**src/rtl/cc_ins_pkg.sv**
```systemverilog
package cc_ins_pkg;

  localparam int CC_BYTE_W = 8;

  typedef enum logic [1:0] {
    CC_NONE = 2'b00,
    CC_ODD  = 2'b01,
    CC_EVEN = 2'b10,
    CC_BOTH = 2'b11
  } cc_mode_e;

  typedef struct packed {
    logic [CC_BYTE_W-1:0] b1;
    logic [CC_BYTE_W-1:0] b2;
  } cc_pair_t;

  localparam logic [CC_BYTE_W-1:0] CC_NULL_BYTE = 8'h80;

  function automatic cc_pair_t cc_null_pair();
    cc_pair_t p;
    p.b1 = CC_NULL_BYTE;
    p.b2 = CC_NULL_BYTE;
    return p;
  endfunction

endpackage

```
**src/rtl/cc_mode_sync.sv**
```systemverilog
module cc_mode_sync
  import cc_ins_pkg::*;
(
  input  logic     clk,
  input  logic     rst_n,
  input  logic     line_stb,
  input  logic     field_odd,
  input  cc_mode_e mode_req,
  output cc_mode_e mode_eff
);

  logic     last_fld_q, last_fld_d;
  cc_mode_e mode_q, mode_d;
  logic     fld_edge;

  // A strobe opening a field with a different flag marks the boundary
  assign fld_edge = line_stb && (field_odd != last_fld_q);
  assign mode_eff = fld_edge ? mode_req : mode_q;

  always_comb begin
    last_fld_d = last_fld_q;
    mode_d     = mode_q;
    if (line_stb) last_fld_d = field_odd;
    if (fld_edge) mode_d = mode_req;
  end

  always_ff @(posedge clk or negedge rst_n) begin
    if (!rst_n) begin
      last_fld_q <= 1'b0;
      mode_q     <= CC_NONE;
    end else begin
      last_fld_q <= last_fld_d;
      mode_q     <= mode_d;
    end
  end

endmodule

```
**src/rtl/cc_line_match.sv**
```systemverilog
module cc_line_match
  import cc_ins_pkg::*;
#(
  parameter int LINE_W    = 10,
  parameter int ODD_LINE  = 21,
  parameter int EVEN_LINE = 284
) (
  input  logic              line_stb,
  input  logic [LINE_W-1:0] line_num,
  input  logic              field_odd,
  input  logic              std_525,
  input  cc_mode_e          mode_eff,
  output logic [1:0]        hit
);

  localparam logic [LINE_W-1:0] ODD_L  = LINE_W'(ODD_LINE);
  localparam logic [LINE_W-1:0] EVEN_L = LINE_W'(EVEN_LINE);

  logic qual;
  logic [1:0] mode_bits;

  assign qual      = line_stb && std_525;
  assign mode_bits = mode_eff;

  // hit[1] odd field caption line, hit[0] even field caption line
  always_comb begin
    hit[1] = qual && field_odd  && (line_num == ODD_L)  && mode_bits[0];
    hit[0] = qual && !field_odd && (line_num == EVEN_L) && mode_bits[1];
  end

endmodule

```
**src/rtl/cc_field_buf.sv**
```systemverilog
module cc_field_buf
  import cc_ins_pkg::*;
(
  input  logic     clk,
  input  logic     rst_n,
  input  logic     wr,
  input  cc_pair_t wr_pair,
  input  logic     take,
  output cc_pair_t pair_q,
  output logic     full_q
);

  cc_pair_t pair_d;
  logic     full_d;

  always_comb begin
    pair_d = pair_q;
    full_d = full_q;
    if (wr) begin
      pair_d = wr_pair;
      full_d = 1'b1;
    end else if (take) begin
      full_d = 1'b0;
    end
  end

  always_ff @(posedge clk or negedge rst_n) begin
    if (!rst_n) begin
      pair_q <= cc_null_pair();
      full_q <= 1'b0;
    end else begin
      if (wr) pair_q <= pair_d;
      full_q <= full_d;
    end
  end

endmodule

```
**src/rtl/cc_line_inserter.sv**
```systemverilog
module cc_line_inserter
  import cc_ins_pkg::*;
#(
  parameter int LINE_W    = 10,
  parameter int ODD_LINE  = 21,
  parameter int EVEN_LINE = 284
) (
  input  logic                 clk,
  input  logic                 rst_n,
  input  logic                 std_525,
  input  logic [1:0]           cc_mode,
  input  logic                 line_stb,
  input  logic [LINE_W-1:0]    line_num,
  input  logic                 field_odd,
  input  logic                 wr_en,
  input  logic                 wr_fld,
  input  logic [CC_BYTE_W-1:0] wr_byte1,
  input  logic [CC_BYTE_W-1:0] wr_byte2,
  output logic                 ins_en,
  output logic [CC_BYTE_W-1:0] cc_byte1,
  output logic [CC_BYTE_W-1:0] cc_byte2,
  output logic [1:0]           buf_free
);

  localparam int N_FLD = 2;

  cc_mode_e   mode_eff;
  logic [1:0] hit;
  cc_pair_t   wr_pair;
  cc_pair_t   store [N_FLD];
  logic [N_FLD-1:0] full;

  cc_mode_sync i_mode (
    .clk      (clk),
    .rst_n    (rst_n),
    .line_stb (line_stb),
    .field_odd(field_odd),
    .mode_req (cc_mode_e'(cc_mode)),
    .mode_eff (mode_eff)
  );

  cc_line_match #(
    .LINE_W   (LINE_W),
    .ODD_LINE (ODD_LINE),
    .EVEN_LINE(EVEN_LINE)
  ) i_match (
    .line_stb (line_stb),
    .line_num (line_num),
    .field_odd(field_odd),
    .std_525  (std_525),
    .mode_eff (mode_eff),
    .hit      (hit)
  );

  assign wr_pair.b1 = wr_byte1;
  assign wr_pair.b2 = wr_byte2;

  // index 1 odd store, index 0 even store
  for (genvar g = 0; g < N_FLD; g++) begin : g_fld
    localparam logic FSEL = 1'(g);
    cc_field_buf i_buf (
      .clk    (clk),
      .rst_n  (rst_n),
      .wr     (wr_en && (wr_fld == FSEL)),
      .wr_pair(wr_pair),
      .take   (hit[g]),
      .pair_q (store[g]),
      .full_q (full[g])
    );
    assign buf_free[g] = !full[g];
  end

  // output stage: line-long enable and captured pair
  logic     ins_q, ins_d;
  cc_pair_t out_q, out_d;
  logic     any_hit;
  logic     sel;

  assign any_hit = |hit;
  assign sel     = hit[1];

  always_comb begin
    ins_d = ins_q;
    out_d = out_q;
    if (line_stb) ins_d = any_hit;
    if (any_hit) out_d = full[sel] ? store[sel] : cc_null_pair();
  end

  always_ff @(posedge clk or negedge rst_n) begin
    if (!rst_n) begin
      ins_q <= 1'b0;
      out_q <= cc_null_pair();
    end else begin
      ins_q <= ins_d;
      if (any_hit) out_q <= out_d;
    end
  end

  assign ins_en   = ins_q;
  assign cc_byte1 = out_q.b1;
  assign cc_byte2 = out_q.b2;

endmodule

```
**config.mk**
```make
export PLATFORM = sky130hd
export DESIGN_NAME = cc_line_inserter
export DESIGN_NICKNAME = d
export VERILOG_FILES = /design/src/rtl/cc_ins_pkg.sv /design/src/rtl/cc_mode_sync.sv /design/src/rtl/cc_line_match.sv /design/src/rtl/cc_field_buf.sv /design/src/rtl/cc_line_inserter.sv
export SDC_FILE = /design/constraint.sdc
export NUM_CORES = 1
export LEC_CHECK = 0
export BUFFER_PORTS_ARGS = -buffer_cell sky130_fd_sc_hd__buf_2
export CORE_ASPECT_RATIO = 1.4
export CORE_MARGIN = 1.5
export CORE_UTILIZATION = 25
export CTS_BUF_LIST = sky130_fd_sc_hd__clkbuf_8
export DETAILED_ROUTE_END_ITERATION = 10
export HOLD_SLACK_MARGIN = 0.12
export PLACE_DENSITY_LB_ADDON = 0.15
export SYNTH_ARGS = -nofsm -noshare
export SYNTH_HDL_FRONTEND = slang
export SYNTH_SLANG_ARGS = --single-unit
```
**constraint.sdc**
```tcl
create_clock -name clk -period 1.78 [get_ports clk]
set_input_delay 0.356 -clock clk [delete_from_list [all_inputs] [get_ports clk]]
set_output_delay 0.356 -clock clk [all_outputs]
set_load 0.02 [all_outputs]
```
==> summary.txt, run 1 <==
Status
  • Status: complete, but fails checks
  • Failing checks: design-rule violations

Floorplan
  • Row cnt: 42
  • CORE AREA: 9350 um2
  • Die ar.: 10100 um2
  • Die X: 85.5 um
  • Initial core utilization: 25.5%
  • I/O Pins: 54
  • Die height: about 120 um

Route
  • Initial DRC count: 67
  • WL/cell: about 16 um
  • Post-DR vias/cell: roughly 4.7
  • Final antenna-violating net count: 0
  • Routed WL: roughly 5700 um
  • DRC errors left: 7
  • Drt pass-1 iters: 7
  • Vias: 1718

Hold path
  • Worst hold path type: in2reg

Synth
  • Post-synth top cells: dfrtp_1, mux2_2, nand2_1, a22oi_1, o22a_1
  • EDFF count, synth: 0
  • Synth area leaders: dfrtp_1, mux2_2, dfstp_2
  • Post-synth top area cell: dfrtp_1
  • YS warnings: 0
  • Synth top area share: 50.4%
  • Post-synth top flop: dfrtp_1
  • Cells after synthesis: 190
  • Sequential element share of the synthesized area: 57.0%
  • Fraction of registers with async set/reset: 100%
  • Top-count cell post-synth: dfrtp_1
  • Netlist cell types: 36
  • #FFs+latches synth: 54
  • Mapped Nets: 225
  • Synthesized area: 2380 um2
  • Syn avg cell area: 12.6 um2

Global route
  • Initial antenna violation count: 0
  • Global-route usage over all layers: 12.2%
  • Total grt overflow: 0
  • Largest net degree at the start of global routing: 20
  • First-pass GRT wire length: around 9300 um
  • Vias in the first global route: 1725

STA
  • Sum Neg Setup Slack: 0 ns
  • Final Max Slew Viols: 0
  • Fin crit period: between 1.5 and 2 ns
  • Worst Tran Pin Value: 0.506 ns
  • Count of final setup violators: 0
  • Final Hold Fails: 0
  • RSZ-0062 raised after global routing: false
  • Slew margin rel.: 66.3%
  • Period utilisation layout: 95.8%
  • Final Skew: 0.00588 ns
  • Fmax: 586 MHz
  • Final hold slack: 0.283 ns

Pwr
  • Peak supply drop: about 400 uV
  • Leak: 1.45 nW
  • Design Power: 0.00276 W
  • Pwr dens: 908 nW/um2

Final layout
  • Fraction of layout cells with a size suffix above 1: 47.1%
  • ANT cells: 0
  • Fin nets: roughly 290
  • Syn-to-layout area delta: 27.7%

Clock network
  • CTS H-Tree Depth: 2
  • Clk Latency, worst-skew pair: 0.31 ns
  • Num CTS Buffers: 5
  • CTS resizes: 0
  • Clk buf depth: 2
  • Root Driver: clkbuf_8
  • Sink Count: 54
  • Clk slew on worst S/H paths: 0.10 ns
  • CTS tree: done

Worst setup path
  • Critical path class: reg2reg
  • Critical Path Start Type: flop
  • CP Buf/Inv Count: 0
  • Worst Path Arrival: 1.95 ns
  • Critical path capture point type: flop
  • CP delay by family, top: compound AO/OA/AOI/OAI gates
  • Critical Path RT: 2.02 ns
  • Worst path max stage delay: 0.44 ns
  • Slowest CP cell: dfrtp_1
  • CP cell instances: xor2_2, a21boi_1, o21ai_2, or3_1, o221a_1
  • Max FO, Critical Path: 4

Placement
  • DP Wirelength: 4030 um
  • PortBufs: 53
  • Placer Congestion: 0.690

Flow run
  • Number of max-cap violations: 0
## cells in the final DEF (no fill, tap or decap), drive strengths merged, types with 2 or more instances in the layout
master / count
inv: 3
o22a: 14
bufinv: 2
clkbuf: 6
buf: 67
nand2: 32
o21ai: 4
dfrtp: 48
mux2: 33
nand4: 2
a22oi: 14
or4: 2
dfstp: 6
o221a: 2
## stage by stage
stage / utilization (%) / worst slack (ns) / instances / area (um2)
after global placement: 30.9 / 0.0479 / 356 / 2890
after global routing: 32.6 / 0.00169 / 365 / 3050
after floorplan: - / 0.193 / 190 / 2380
after detailed placement: 30.9 / 0.0314 / 356 / 2890
after CTS: 32.6 / 0.0649 / 365 / 3050
final: 32.6 / 0.0741 / 365 / 3050
## cell families after synthesis
group / after synthesis / share of synthesized area (%)
DFF: 54 / 57.0
and+or+nand+nor: 48 / 9.86
AOI/OAI and AO/OA: 39 / 13.4
muxes: 33 / 15.6
buffers and inverters: 14 / 3.10
xor gates and xnor gates: 2 / 1.05
## registers in the layout, summed over array words and instances (netlist names)
name / count
cc_byte1: 8
cc_byte2: 8
g_fld.i_buf.full_q: 2
g_fld.i_buf.pair_q: 32
i_mode.last_fld_q: 1
i_mode.mode_q: 2
ins_en: 1
## routing by layer
metal | track usage [%] | part of all wire (%)
met2 | 19.6 | 49
met4 | 4.54 | 1.5
met5 | 0 | 0
met3 | 2.65 | 4.4
met1 | 15.9 | 45
## report_power, final
group	internal [W]	switching, W	leakage [nW]	total, W
combinational	0.000187	0.000146	0.720	0.000333
sequential	0.00136	0.0000603	0.655	0.00142
clock	0.000600	0.000413	0.0714	0.00101
## worst reg2reg max path, stage by stage (launching register included)
cell and delay [ns]:
dfrtp_1 0.44, xor2_2 0.21, a21boi_1 0.27, o21ai_2 0.13, or3_1 0.36, o221a_1 0.24
## final timing paths
| path | depth (start not counted) | slack [ns] | startpoint | endpoint |
|---|---|---|---|---|
| worst max-delay path | 5 | 0.07 | i_mode.last_fld_q | cc_byte2[7] |
| worst min-delay path | 2 | 0.28 | wr_byte1[3] | g_fld[0].i_buf.pair_q[11] |
| worst max register to register | 5 | 0.07 | i_mode.last_fld_q | cc_byte2[7] |
| worst min register to register | 1 | 0.49 | ins_en | ins_en |
| max in group asynchronous | 3 | 0.76 | rst_n | g_fld[0].i_buf.pair_q[1] |
| min in group asynchronous | 2 | 0.54 | rst_n | cc_byte1[2] |
## repair_timing
item,in CTS,in global routing
hold buffers,1,0
endpoints found under the hold margin,11,0
buffers inserted,0,0
## cell type report
type / instances / area (um2)
clock buffer: 6 / 82.6
timing repair buffer: 68 / 443
multi-input combinational: 122 / 952
sequential: 54 / 1360
tap: 110 / 138
inverter: 3 / 11.3
clock inverter: 2 / 60.1
fill: 960 / 6310
No activity file was read; power rests on OpenSTA's default activity.
==> run 2, diff against run 1 <==
==> constraint.sdc (replaced) <==
create_clock -name clk -period 1.78 [get_ports clk]
set_input_delay 0.178 -clock clk [delete_from_list [all_inputs] [get_ports clk]]
set_output_delay 0.178 -clock clk [all_outputs]
set_load 0.02 [all_outputs]
==> run 2 against run 1 <==
The flow still finishes with violations (design-rule violations). Sequential power about the same. Power shrank 12%. Routed wire length is 0.77% higher. Cell count grew 2.7%. Global-route usage barely moved. Maximum frequency rose by 3.2%. Clock skew grew 0.0061 ns. Clock-buffer cell count fell by 1. First-iteration DRC count is 39% lower. Core utilization increased by 0.21 points. Clock power shrank 35%. Critical path depth unchanged. Largest power group unchanged.
==> summary.txt, run 2 (synthesis results as in run 1) <==
Status
  • Status: complete, but fails checks
  • Failing checks: design-rule violations

Pwr
  • Peak supply drop: 285 uV
  • Sw frac: between 20% and 30%
  • Design Power: 0.00243 W
  • Leak: 1.46 nW
  • Comb pwr share: around 14%
  • Reg power frac: 58.5%
  • NetSw: 0.000600 W
  • Pwr dens: just under 800 nW/um2
  • Clock power share: 27.0%
  • Int Pwr: 0.00183 W

STA
  • Final Max Slew Viols: 0
  • Final hold slack: roughly 0.12 ns
  • RSZ-0062 raised after global routing: false
  • Slew margin rel.: 78.4%
  • Final Hold Fails: 0
  • Fin crit period: around 1.7 ns
  • Post-route setup slack: 0.127 ns
  • Worst Tran Pin Value: around 0.32 ns
  • Fmax: roughly 610 MHz
  • Final Skew: 0.0120 ns
  • Period utilisation layout: 92.9%
  • Count of final setup violators: 0

Placement
  • Placer Congestion: 0.678
  • DP Wirelength: 3740 um
  • PortBufs: 53
  • Pre-CTS WS: -0.0513 ns
  • # placed instances: about 350

Route
  • Drt pass-1 iters: 6
  • WL/cell: 15.4 um
  • Post-DR vias/cell: 4.60
  • Vias: roughly 1700
  • Routed WL: 5790 um
  • Final antenna-violating net count: 0
  • DRC errors left: 7
  • Initial DRC count: 41

Clock network
  • Num CTS Buffers: 5
  • Sink Count: 54
  • CTS tree: done
  • Clk Latency, worst-skew pair: 0.30 ns
  • Clk buf depth: 2
  • Clk slew on worst S/H paths: roughly 0.1 ns
  • Root Driver: clkbuf_8
  • CTS H-Tree Depth: 2

Worst setup path
  • Setup slack, reg-to-reg: 0.13 ns
  • Critical path capture point type: flop
  • CP cell instances: xor2_2, and3_4, o21ai_2, or3_4, o221a_1
  • Max FO, Critical Path: 4
  • Critical path class: reg2reg
  • Worst Path Arrival: between 1.5 and 2 ns
  • Critical Path RT: 2.02 ns
  • Slowest CP cell: dfrtp_1
  • Critical Path Start Type: flop
  • Worst path max stage delay: 0.42 ns

Final layout
  • Most flops, register: g_fld.i_buf.pair_q
  • Largest register FFs: 32
  • Area of the multi-input gates: 961 um2
  • Fraction of layout cells with a size suffix above 1: between 40% and 50%
  • ANT cells: 0
  • Fin nets: 300
  • Commonest cells after routing, fill and taps aside: buf_2, dfrtp_1, mux2_2
  • Fin util: 32.8%
  • Most common cell after layout, fill and taps aside: buf_2
  • Final Non-Filler Cells: 375
  • Syn-to-layout area delta: 28.5%
  • Seq. cell area: 1360 um2
  • Layout fillers: 986

Floorplan
  • CORE AREA: 9350 um2
  • I/O Pins: 54
  • Initial core utilization: between 20% and 30%
  • Die ar.: approximately 10000 um2
  • Die X: 85.5 um
  • Die height: 119 um
  • Row cnt: 42

Hold path
  • Worst hold path type: in2reg

Flow run
  • Number of max-cap violations: 0

Global route
  • Global-route usage over all layers: 12.1%
  • Initial antenna violation count: 0
  • First-pass GRT wire length: 9490 um
  • Vias in the first global route: roughly 1800
  • Total grt overflow: 0
  • Largest net degree at the start of global routing: 55
## run 2: per-stage QoR
step | setup TNS [ns] | area (um2)
floorplan | 0 | 2380
global placement | -0.0406 | 2820
detailed placement | -0.122 | 2820
CTS | 0 | 3040
global route | 0 | 3070
finish | 0 | 3070
## run 2: layout make-up
class / count / share of cell area [%]
Multi-Input combinational cell: 122 / 31.3
Tap cell: 110 / 4.49
Clock inverter: 2 / 0.327
Timing Repair Buffer: 79 / 16.9
Clock buffer: 5 / 2.24
Sequential cell: 54 / 44.3
Inverter: 3 / 0.367
## run 2: worst max-delay path: cells and delay by family (launching register included)
kind / cells / cell delay (ns)
compound gates: 2 / 0.33
simple gates: 2 / 0.60
flops: 1 / 0.42
xor+xnor: 1 / 0.25
## run 2: layer usage
metal | wire length, um | up-vias | share of wire (%) | track usage [%]
met5 | 0 | - | 0 | 0
met2 | 2920 | 43 | 51 | 21.1
met4 | 70 | 0 | 1.2 | 3.63
met1 | 2540 | 848 | 44 | 15.0
li1 | - | 829 | - | -
met3 | 254 | 6 | 4.4 | 2.44
## run 2: final timing paths
check,startpoint,to,depth (start not counted)
hold reg to reg,ins_en,ins_en,1
setup reg to reg,i_mode.last_fld_q,cc_byte1[7],5
setup / recovery,i_mode.last_fld_q,cc_byte1[7],5
max in group asynchronous,rst_n,cc_byte2[7],3
min in group asynchronous,rst_n,g_fld[1].i_buf.pair_q[10],3
hold / removal,wr_byte2[4],g_fld[1].i_buf.pair_q[4],2
## run 2: power by group through the flow
| stage | Sequential (W) | Combinational, W | Clock [W] |
|---|---|---|---|
| 3_3_place_gp | 0.00145 | 0.000323 | 0 |
| 5_1_grt | 0.00144 | 0.000394 | 0.000742 |
| 6_report | 0.00142 | 0.000352 | 0.000654 |
| 3_5_place_dp | 0.00145 | 0.000329 | 0 |
| 4_1_cts | 0.00142 | 0.000350 | 0.000691 |
| 2_1_floorplan | 0.00143 | 0.000209 | 0 |
## run 2: timing repair
item | in CTS | in global routing
pin swaps | 1 | 2
cloned | 0 | 0
buffers inserted | 3 | 1
endpoints found under the setup margin | 16 | 5
hold buffers | 12 | 1
hold endpoints to repair | 66 | 2
gates resized for setup | 0 | 2
==> run 3, diff against run 2 <==
--- a/config.mk
+++ b/config.mk
@@ -15,4 +15,5 @@
 export PLACE_DENSITY_LB_ADDON = 0.15
 export SYNTH_ARGS = -nofsm -noshare
 export SYNTH_HDL_FRONTEND = slang
+export SYNTH_HIERARCHICAL = 1
 export SYNTH_SLANG_ARGS = --single-unit
==> run 3 against run 2 <==
The flow finishes with violations (design-rule violations, negative setup slack). Register-to-register slack worse by 0.26 ns. Maximum frequency down 14%. Combinational power fell by 4%. Routed wire length is 8.6% lower. Clock skew down 0.0058 ns. Worst hold slack better by 0.013 ns. Clock-buffer cell count is the same. Via count is 8.5% lower. Core utilization rose by 0.89 points. Power is 0.40% higher. Critical endpoint is now cc_byte1[3]. Largest cell class unchanged. Critical path depth up 3. Critical path type unchanged. First-iteration DRC count is 63% higher. Highest routed layer unchanged.
==> summary.txt, run 3 <==
Placement
  • PortBufs: 53
  • Pre-CTS WS: -0.191 ns
  • Placer Congestion: 0.812
  • DP Wirelength: 3520 um

Pwr
  • Design Power: approximately 0.0024 W
  • Peak supply drop: 349 uV
  • Pwr dens: 797 nW/um2
  • Leak: 1.54 nW

STA
  • Final Max Slew Viols: 0
  • Worst Tran Pin Value: 0.535 ns
  • Count of final setup violators: 17
  • Fmax: 523 MHz
  • RSZ-0062 raised after global routing: true
  • Slew margin rel.: 64.3%
  • Post-route setup slack: -0.132 ns
  • Final Hold Fails: 0
  • Final Skew: 0.00625 ns
  • Period utilisation layout: 107%
  • Fin crit period: ~1.9 ns

Floorplan
  • Die height: 118 um
  • Die X: 84.9 um
  • CORE AREA: 9080 um2
  • Die ar.: 9990 um2
  • I/O Pins: 54
  • Row cnt: 41
  • Initial core utilization: 25.9%

Global route
  • Global-route usage over all layers: about 11%
  • Vias in the first global route: between 1500 and 2000
  • Initial antenna violation count: 0
  • First-pass GRT wire length: 8870 um
  • Largest net degree at the start of global routing: 55
  • Total grt overflow: 0

Hold path
  • Worst hold path type: in2reg

Route
  • Metal2 WL: approximately 2500 um
  • Max layer used: met4
  • DRC errors left: 4
  • WL/cell: around 15 um
  • Initial DRC count: 67
  • Vias: 1580
  • Post-DR vias/cell: 4.57
  • Drt pass-1 iters: 9
  • Final antenna-violating net count: 0
  • Met1 wire length: 2480 um
  • Routed WL: approximately 5300 um
  • Routed wl met3: roughly 230 um

Synth
  • Post-synth top area cell: dfrtp_1
  • Mapped Nets: 193
  • Synthesized area: 2350 um2
  • Synth area leaders: dfrtp_1, mux2_4, dfstp_2
  • Fraction of registers with async set/reset: 100%
  • Netlist cell types: 28
  • Cells after synthesis: 158
  • #FFs+latches synth: 54
  • YS warnings: 6
  • Post-synth top cells: dfrtp_1, mux2_4, a221o_1, and3_1, mux2_2
  • Top-count cell post-synth: dfrtp_1
  • EDFF count, synth: 0
  • Sequential element share of the synthesized area: slightly below 60%
  • Synth top area share: 51.2%
  • Post-synth top flop: dfrtp_1
  • Syn avg cell area: ~15 um2

Worst setup path
  • Worst Path Arrival: between 2 and 2.5 ns
  • Critical Path RT: 1.97 ns
  • Setup slack, reg-to-reg: -0.13 ns
  • Max FO, Critical Path: 8
  • Critical Path Start Type: flop
  • Critical path class: reg2reg
  • Critical path capture point type: flop

Final layout
  • Most flops, register: g_fld.i_buf/pair_q
  • ANT cells: 0
  • Largest register FFs: 32
  • Fin nets: 273
  • Commonest cells after routing, fill and taps aside: buf_2, dfrtp_1, mux2_4
  • Most common cell after layout, fill and taps aside: buf_2
  • Fraction of layout cells with a size suffix above 1: 52.3%
  • Syn-to-layout area delta: 30.2%

Status
  • Status: complete, but fails checks
  • Failing checks: design-rule violations, negative setup slack

Clock network
  • Num CTS Buffers: 5
  • CTS tree: done
  • Clk Latency, worst-skew pair: 0.30 ns
  • Post-CTS setup buffers: 0
  • Root Driver: clkbuf_8
  • Clk buf depth: 2
  • CTS H-Tree Depth: 2
  • Sink Count: 54
  • Clk slew on worst S/H paths: 0.10 ns

Flow run
  • Number of max-cap violations: 0
## run 3: changes by cell type in the layout (fill, tap and decap cells not counted), moves of 3 or more
cell / delta
o22a_1: -14
o21ai_0: -3
mux2_4: +20
mux2_2: -19
and3_1: +14
nand2_1: -29
a221o_1: +14
dlygate4sd3_1: +3
a22oi_1: -14
## run 3: routing by layer
| layer | GRT usage, % | vias up |
|---|---|---|
| li1 | - | 740 |
| met1 | 15.4 | 783 |
| met2 | 18.0 | 48 |
| met3 | 2.52 | 9 |
| met4 | 3.79 | 0 |
| met5 | 0 | - |
## run 3: per-stage QoR
| stage | cell area, um2 | TNS, ns | util [%] | cells | hold WS, ns |
|---|---|---|---|---|---|
| finish | 3060 | -1.83 | 33.7 | 346 | 0.135 |
| global route | 3060 | -3.13 | 33.7 | 346 | 0.125 |
| global placement | 2780 | -1.95 | 30.7 | 321 | 0.203 |
| floorplan | 2380 | -1.09 | - | 158 | -0.118 |
| detailed placement | 2780 | -2.54 | 30.7 | 321 | 0.203 |
| CTS | 3040 | -1.87 | 33.5 | 345 | 0.120 |
## run 3: cell families after synthesis
kind of cell           share of synthesized area, %
buffers and inverters                          5.12
AND/OR/NAND/NOR                                9.06
XOR/XNOR                                      0.373
flip-flops                                     57.9
AO/OA/AOI/OAI                                  7.89
multiplexers                                   19.7
## run 3: path summary, 6_finish.rpt
path,depth (start not counted),startpoint,endpoint
worst min-delay path,2,cc_mode[1],i_mode/mode_q[1]
max in group asynchronous,3,rst_n,g_fld[1].i_buf/pair_q[15]
worst max register to register,8,i_mode/last_fld_q,cc_byte1[3]
worst max-delay path,8,i_mode/last_fld_q,cc_byte1[3]
min in group asynchronous,3,rst_n,g_fld[1].i_buf/pair_q[11]
worst min register to register,1,i_mode/mode_q[0],i_mode/mode_q[0]
## run 3: worst max-delay path, stage by stage, from the launching register on
cell	delay (ns)
dfrtp_1	0.39
xor2_1	0.14
nand2_1	0.12
mux2_4	0.33
nand3_2	0.09
nor3_4	0.04
and3b_1	0.19
buf_4	0.17
a221o_1	0.32
## run 3: timing repair
| action | in CTS | in global routing |
|---|---|---|
| hold buffers | 15 | 1 |
| endpoints found under the hold margin | 73 | 2 |
| resized for setup | 3 | 1 |
| cloned | 1 | 0 |
| pin swaps | 3 | 0 |
| endpoints found under the setup margin | 17 | 17 |
## run 3: where the power goes
| part | leakage, nW | switching, W | internal, W |
|---|---|---|---|
| clock network | 0.0493 | 0.000402 | 0.000273 |
| registers | 0.652 | 0.0000636 | 0.00136 |
| logic | 0.841 | 0.000123 | 0.000214 |
## run 3: final cells by class
type / count / area [um2]
repair buffers: 83 / 544
fillers: 902 / 6020
well taps: 107 / 134
flip-flops and latches: 54 / 1360
clock buffers: 5 / 68.8
multi-input cells: 90 / 918
inverters: 4 / 15.0
clock inverters: 3 / 17.5
